**config.mk**
```make
export PLATFORM = sky130hd
export DESIGN_NAME = cfg_serial_rom
export DESIGN_NICKNAME = d
export VERILOG_FILES = /design/src/rtl/cfg_rom_pkg.sv /design/src/rtl/cfg_rom_por.sv /design/src/rtl/cfg_rom_addr.sv /design/src/rtl/cfg_rom_store.sv /design/src/rtl/cfg_serial_rom.sv
export SDC_FILE = /design/constraint.sdc
export NUM_CORES = 1
export LEC_CHECK = 0
export BUFFER_PORTS_ARGS = -buffer_cell sky130_fd_sc_hd__buf_2
export CELL_PAD_IN_SITES_DETAIL_PLACEMENT = 1
export CELL_PAD_IN_SITES_GLOBAL_PLACEMENT = 1
export CORE_MARGIN = 8
export CORE_UTILIZATION = 44
export CTS_BUF_LIST = sky130_fd_sc_hd__clkbuf_4 sky130_fd_sc_hd__clkbuf_8 sky130_fd_sc_hd__clkbuf_16
export CTS_CLUSTER_DIAMETER = 200
export DETAILED_ROUTE_END_ITERATION = 10
export PLACE_DENSITY = 0.73
export SKIP_LAST_GASP = 1
export SYNTH_ARGS = -nofsm -noshare
export SYNTH_HDL_FRONTEND = slang
export SYNTH_SLANG_ARGS = --single-unit
```
**constraint.sdc**
```tcl
create_clock -name clk_i -period 2.1 [get_ports clk_i]
set_input_delay 0.42 -clock clk_i [delete_from_list [all_inputs] [get_ports clk_i]]
set_output_delay 0.42 -clock clk_i [all_outputs]
set_load 0.01 [all_outputs]
```
**src/rtl/cfg_rom_pkg.sv**
```systemverilog
package cfg_rom_pkg;

  // Control word passed from the gating logic to the address counter.
  typedef struct packed {
    logic clear;  // return position to zero, re-arm cascade output
    logic run;    // step one bit forward
  } rom_ctrl_t;

  // Reset level decode of the combined reset / output-enable pin.
  function automatic logic rst_level(input logic pin, input bit active_high);
    return (pin == active_high);
  endfunction

endpackage

```
**src/rtl/cfg_rom_por.sv**
```systemverilog
module cfg_rom_por #(
  parameter int POR_CYCLES = 8
) (
  input  logic clk_i,
  input  logic por_n_i,
  output logic rst_n_o,
  output logic por_done_o
);

  localparam int CW = (POR_CYCLES < 1) ? 1 : $clog2(POR_CYCLES + 1);
  localparam logic [CW-1:0] CNT_END = CW'(POR_CYCLES);

  logic [1:0]    sync_q;
  logic [CW-1:0] cnt_q, cnt_d;
  logic          cnt_en;

  // Asynchronous assertion, synchronous release.
  always_ff @(posedge clk_i or negedge por_n_i) begin
    if (!por_n_i) sync_q <= 2'b00;
    else          sync_q <= {sync_q[0], 1'b1};
  end

  assign rst_n_o = sync_q[1];

  always_comb begin
    cnt_en = (cnt_q != CNT_END);
    cnt_d  = cnt_q + CW'(1);
  end

  always_ff @(posedge clk_i or negedge rst_n_o) begin
    if (!rst_n_o)    cnt_q <= '0;
    else if (cnt_en) cnt_q <= cnt_d;
  end

  assign por_done_o = (cnt_q == CNT_END);

endmodule

```
**src/rtl/cfg_rom_addr.sv**
```systemverilog
module cfg_rom_addr
  import cfg_rom_pkg::*;
#(
  parameter int NUM_BITS = 64,
  parameter int AW       = 6
) (
  input  logic          clk_i,
  input  logic          rst_n_i,
  input  rom_ctrl_t     ctrl_i,
  output logic [AW-1:0] addr_o,
  output logic          done_o
);

  localparam logic [AW-1:0] LAST = AW'(NUM_BITS - 1);

  logic [AW-1:0] addr_q, addr_d;
  logic          done_q, done_d;
  logic          upd;

  // Clear has priority over a step on the same edge.
  always_comb begin
    addr_d = addr_q;
    done_d = done_q;
    upd    = ctrl_i.clear | ctrl_i.run;
    if (ctrl_i.clear) begin
      addr_d = '0;
      done_d = 1'b0;
    end else if (ctrl_i.run) begin
      if (addr_q == LAST) done_d = 1'b1;
      else                addr_d = addr_q + AW'(1);
    end
  end

  always_ff @(posedge clk_i or negedge rst_n_i) begin
    if (!rst_n_i) begin
      addr_q <= '0;
      done_q <= 1'b0;
    end else if (upd) begin
      addr_q <= addr_d;
      done_q <= done_d;
    end
  end

  assign addr_o = addr_q;
  assign done_o = done_q;

endmodule

```
**src/rtl/cfg_rom_store.sv**
```systemverilog
module cfg_rom_store #(
  parameter int                  NUM_BITS = 64,
  parameter int                  AW       = 6,
  parameter logic [NUM_BITS-1:0] IMAGE    = '0
) (
  input  logic [AW-1:0] addr_i,
  output logic          bit_o
);

  generate
    if ((1 << AW) == NUM_BITS) begin : g_full
      always_comb bit_o = IMAGE[addr_i];
    end else begin : g_partial
      always_comb begin
        bit_o = 1'b0;
        for (int i = 0; i < NUM_BITS; i++) begin
          if (addr_i == AW'(i)) bit_o = IMAGE[i];
        end
      end
    end
  endgenerate

endmodule

```
**src/rtl/cfg_serial_rom.sv**
```systemverilog
module cfg_serial_rom
  import cfg_rom_pkg::*;
#(
  parameter int                  NUM_BITS        = 64,
  parameter logic [NUM_BITS-1:0] IMAGE           = 64'hA5C3_0F96_1E2D_7B48,
  parameter int                  POR_CYCLES      = 8,
  parameter bit                  RST_ACTIVE_HIGH = 1'b1
) (
  input  logic clk_i,
  input  logic por_n_i,
  input  logic rst_oe_i,
  input  logic ce_n_i,
  output logic data_o,
  output logic data_oe_o,
  output logic ceo_n_o,
  output logic ready_pull_o
);

  localparam int AW = (NUM_BITS > 1) ? $clog2(NUM_BITS) : 1;

  logic          rst_n_w;
  logic          por_done_w;
  logic          rst_lvl_w;
  logic          enable_w;
  logic          done_w;
  logic          bit_w;
  logic [AW-1:0] addr_w;
  rom_ctrl_t     ctrl_w;

  cfg_rom_por #(.POR_CYCLES(POR_CYCLES)) u_por (
    .clk_i      (clk_i),
    .por_n_i    (por_n_i),
    .rst_n_o    (rst_n_w),
    .por_done_o (por_done_w)
  );

  always_comb begin
    rst_lvl_w    = rst_level(rst_oe_i, RST_ACTIVE_HIGH);
    enable_w     = por_done_w & ~rst_lvl_w & ~ce_n_i & ~done_w;
    ctrl_w.clear = rst_lvl_w | ~por_done_w;
    ctrl_w.run   = enable_w;
  end

  cfg_rom_addr #(.NUM_BITS(NUM_BITS), .AW(AW)) u_addr (
    .clk_i   (clk_i),
    .rst_n_i (rst_n_w),
    .ctrl_i  (ctrl_w),
    .addr_o  (addr_w),
    .done_o  (done_w)
  );

  cfg_rom_store #(.NUM_BITS(NUM_BITS), .AW(AW), .IMAGE(IMAGE)) u_store (
    .addr_i (addr_w),
    .bit_o  (bit_w)
  );

  assign data_oe_o    = enable_w;
  assign data_o       = enable_w & bit_w;
  assign ceo_n_o      = ~done_w;
  assign ready_pull_o = ~por_done_w;

endmodule

```
==> impl_metrics.toml <==
[run_status]
status = "finished, violations left"
violations = "negative setup slack"

[clock_network]
cts_root_buffer = "clkbuf_4"
cts_tree = "done"
cts_buffers = 3
clock_path_buffers = 2
ctsHtreeMaxLevel = 1
worstSkewPairLatency_ns = 0.28
clkTransAtPathRegs_ns = 0.08
cts_sinks = 13

[placement]
gp_congestion = 0.7664
dp_hpwl_um = 1258
post-place-ws_ns = 0.1178
dpl.cell_count = 115
place_area_um2 = 902.1
numPortBuffers = 7

[power_and_ir_drop]
finalPower_mw = 0.5129
power_density_mw_per_mm2 = 484.0
vdd_drop_max_v = 0.0003427
p_leak_nw = 0.4516

[floorplanning]
dieWidth_um = 60.65
core_area_mm2 = 0.001922
fp-row-count = 16
start_util = 0.4564
die_area_mm2 = 0.003678
die_y_um = 60.65
io_pins = 8

[worst_setup_path]
worstSetupEndpoint = "data_o"
startpoint = "u_por.cnt_q[0]$_DFFE_PN0P_"
critical_path.cell_chain = "inv_2 -> ha_4 -> nand2_2 -> or3_4 -> nor2_4 -> a21boi_2 -> buf_2"
path_class = "flop to output pin"
arrival_ns = 1.72
max_stage_delay_ns = 0.41
r2r_end = "u_addr.addr_o[5]$_DFFE_PN0P_"
critPathCaptureType = "output pin"
rr_startpoint = "u_addr.addr_o[4]$_DFFE_PN0P_"
crit_path_start_kind = "flop"
crit_required_ns = 1.68
slowest_stage = "or3_4"
rr_worst_depth = 4
path_max_fanout = 3
regToRegSetupSlack_ns = 0.60

[synth]
yosysSeqAreaShare = 0.3709
synth_area_leaders = "dfrtp_1 (37%), ha_1 (10%), xnor2_1 (8.0%), buf_6 (5.1%), mux2i_1 (4.6%)"
postSynthAreaPerCell_um2 = 10.20
synth_cell_types = 33
ys_seq_elements = 13
synthArstFlopShare = 1.000
yosysWarnings = 0
syn_nets = 97
syn-cell-area_um2 = 877.1
ys.flop_type = "dfrtp_1"
synth-edff-count = 0
synthTopCellsByCount = "dfrtp_1 (13), nor2_1 (8), xnor2_1 (8), ha_1 (7), inv_1 (7)"
netlist_instances = 86
synth_top_area_frac = 0.3709
synth_most_common_cell = "dfrtp_1"
yosysTopAreaCell = "dfrtp_1"

[finish]
final_layout_size_suffix_gt1_frac = 0.4356
stdcell_area_mm2 = 0.001060
antennaDiodeCount = 0
fill_cells = 228
utilization = 0.5514
fin_nets = 113
multi_input_area_um2 = 514.2
area_growth_pct = 20.83
finalNonFillerCells = 128
seq_area_um2 = 327.8

[sta]
fmax_ghz = 0.4681
setup_viol = 1
maxSlewViolCount = 0
skew_ns = 0.009575
post-route-min-period_ns = 2.136
period_share = 1.017
setup_ws_ns = -0.03623
finalHoldViolCount = 0
rsz0062_at_grt = "yes"

[min_path]
hp-class = "flop to asynchronous set/reset pin"

[global_routing]
grt_max_degree = 12
grt_pass1_vias = 690
grt.overflow.total = 0
antenna_found_initial = 0
grt_usage = 0.1094
grt_first_pass_wirelength_um = 2939

[route]
drtPass1Iterations = 2
drc = 0
drt-vias-per-instance = 5.039
drt_wl_total_um = 1749
initialDrtViolationCount = 2
drtAntennaViolNets = 0
num_vias = 645
wl_per_cell_um = 13.66

[flow_run]
drv_cap = 0
## worst max-delay path, delay by kind of cell (launching register included)
family                   cells  cell delay (ns)
AO/OA/AOI/OAI                1             0.15
adder cells (fa/ha/maj)      1             0.12
buffers and inverters        2             0.21
flip-flops                   1             0.40
AND/OR/NAND/NOR              3             0.56
## logic make-up after synthesis
| family | after synthesis | synth area share |
|---|---|---|
| buf+inv | 15 | 0.1056 |
| flops | 13 | 0.3709 |
| xor+xnor | 9 | 0.08988 |
| simple gates | 24 | 0.1598 |
| compound gates | 13 | 0.1241 |
| mux | 4 | 0.04565 |
| fa+ha+maj | 7 | 0.09985 |
| other cells | 1 | 0.004275 |
## final cells by class
class,count,share of cell area
Clock buffer,4,0.02834
Inverter,7,0.02479
Multi-Input combinational cell,58,0.4852
Sequential cell,13,0.3093
Tap cell,27,0.03188
Timing Repair Buffer,19,0.1204
## worst min-delay path by stage
stage	start	to	slack, ns	depth (start not counted)
2_1_floorplan	por_n_i	u_por.sync_q[0]$_DFF_PN0_	0.12	0
3_3_place_gp	u_por.sync_q[1]$_DFF_PN0_	u_addr.addr_o[1]$_DFFE_PN0P_	0.19	0
3_5_place_dp	u_por.sync_q[1]$_DFF_PN0_	u_addr.addr_o[1]$_DFFE_PN0P_	0.20	0
4_1_cts	u_por.sync_q[1]$_DFF_PN0_	u_por.cnt_q[2]$_DFFE_PN0P_	0.20	0
5_1_grt	u_por.sync_q[1]$_DFF_PN0_	u_addr.addr_o[3]$_DFFE_PN0P_	0.23	0
6_report	u_por.sync_q[1]$_DFF_PN0_	u_por.cnt_q[2]$_DFFE_PN0P_	0.17	0
## through the flow
| stage | setup TNS, ns | hold slack (ns) |
|---|---|---|
| final | -0.03623 | 0.1682 |
| after global routing | -0.1361 | 0.2266 |
| after CTS | -0.05529 | 0.2006 |
| after detailed placement | 0 | 0.1967 |
| after global placement | 0 | 0.1921 |
| after floorplan | 0 | 0.1244 |
## cell usage in the layout (no fill, tap or decap), drive strengths merged, types with 2 or more instances in the layout
cell / count
buf: 18
dfrtp: 13
xnor2: 8
nor2: 8
inv: 7
ha: 7
mux2i: 4
clkbuf: 4
nand2: 4
a211oi: 3
nor2b: 2
a21oi: 2
nand3: 2
or2: 2
a21boi: 2
o21ai: 2
## registers in the layout (all words and copies together) (netlist names)
| register | count |
|---|---|
| u_addr.addr_o | 6 |
| u_por.sync_q | 2 |
| u_addr.done_o | 1 |
| u_por.cnt_q | 4 |
## what timing repair did
item | CTS | global route
hold buffers | 1 | 0
endpoints found under the setup margin | 1 | 2
pin swaps | 5 | 9
endpoints found under the hold margin | 2 | 0
resized for setup | 12 | 6
setup buffers | 4 | 4
## metal layers
metal / global-route usage / wire (µm) / share of wire
met5: 0 / 0 / 0
met4: 0.06977 / 45 / 0.026
met3: 0.02542 / 41 / 0.023
met2: 0.1991 / 912 / 0.52
met1: 0.1082 / 749 / 0.43
## power by group
group / total (mW) / leakage, nW / switching (mW) / internal [mW]
clock network: 0.167 / 0.0184 / 0.0802 / 0.0867
logic: 0.0792 / 0.266 / 0.0373 / 0.0418
registers: 0.267 / 0.167 / 0.0105 / 0.256
total: 0.513 / 0.452 / 0.128 / 0.385
No activity file was read; power rests on OpenSTA's default activity.
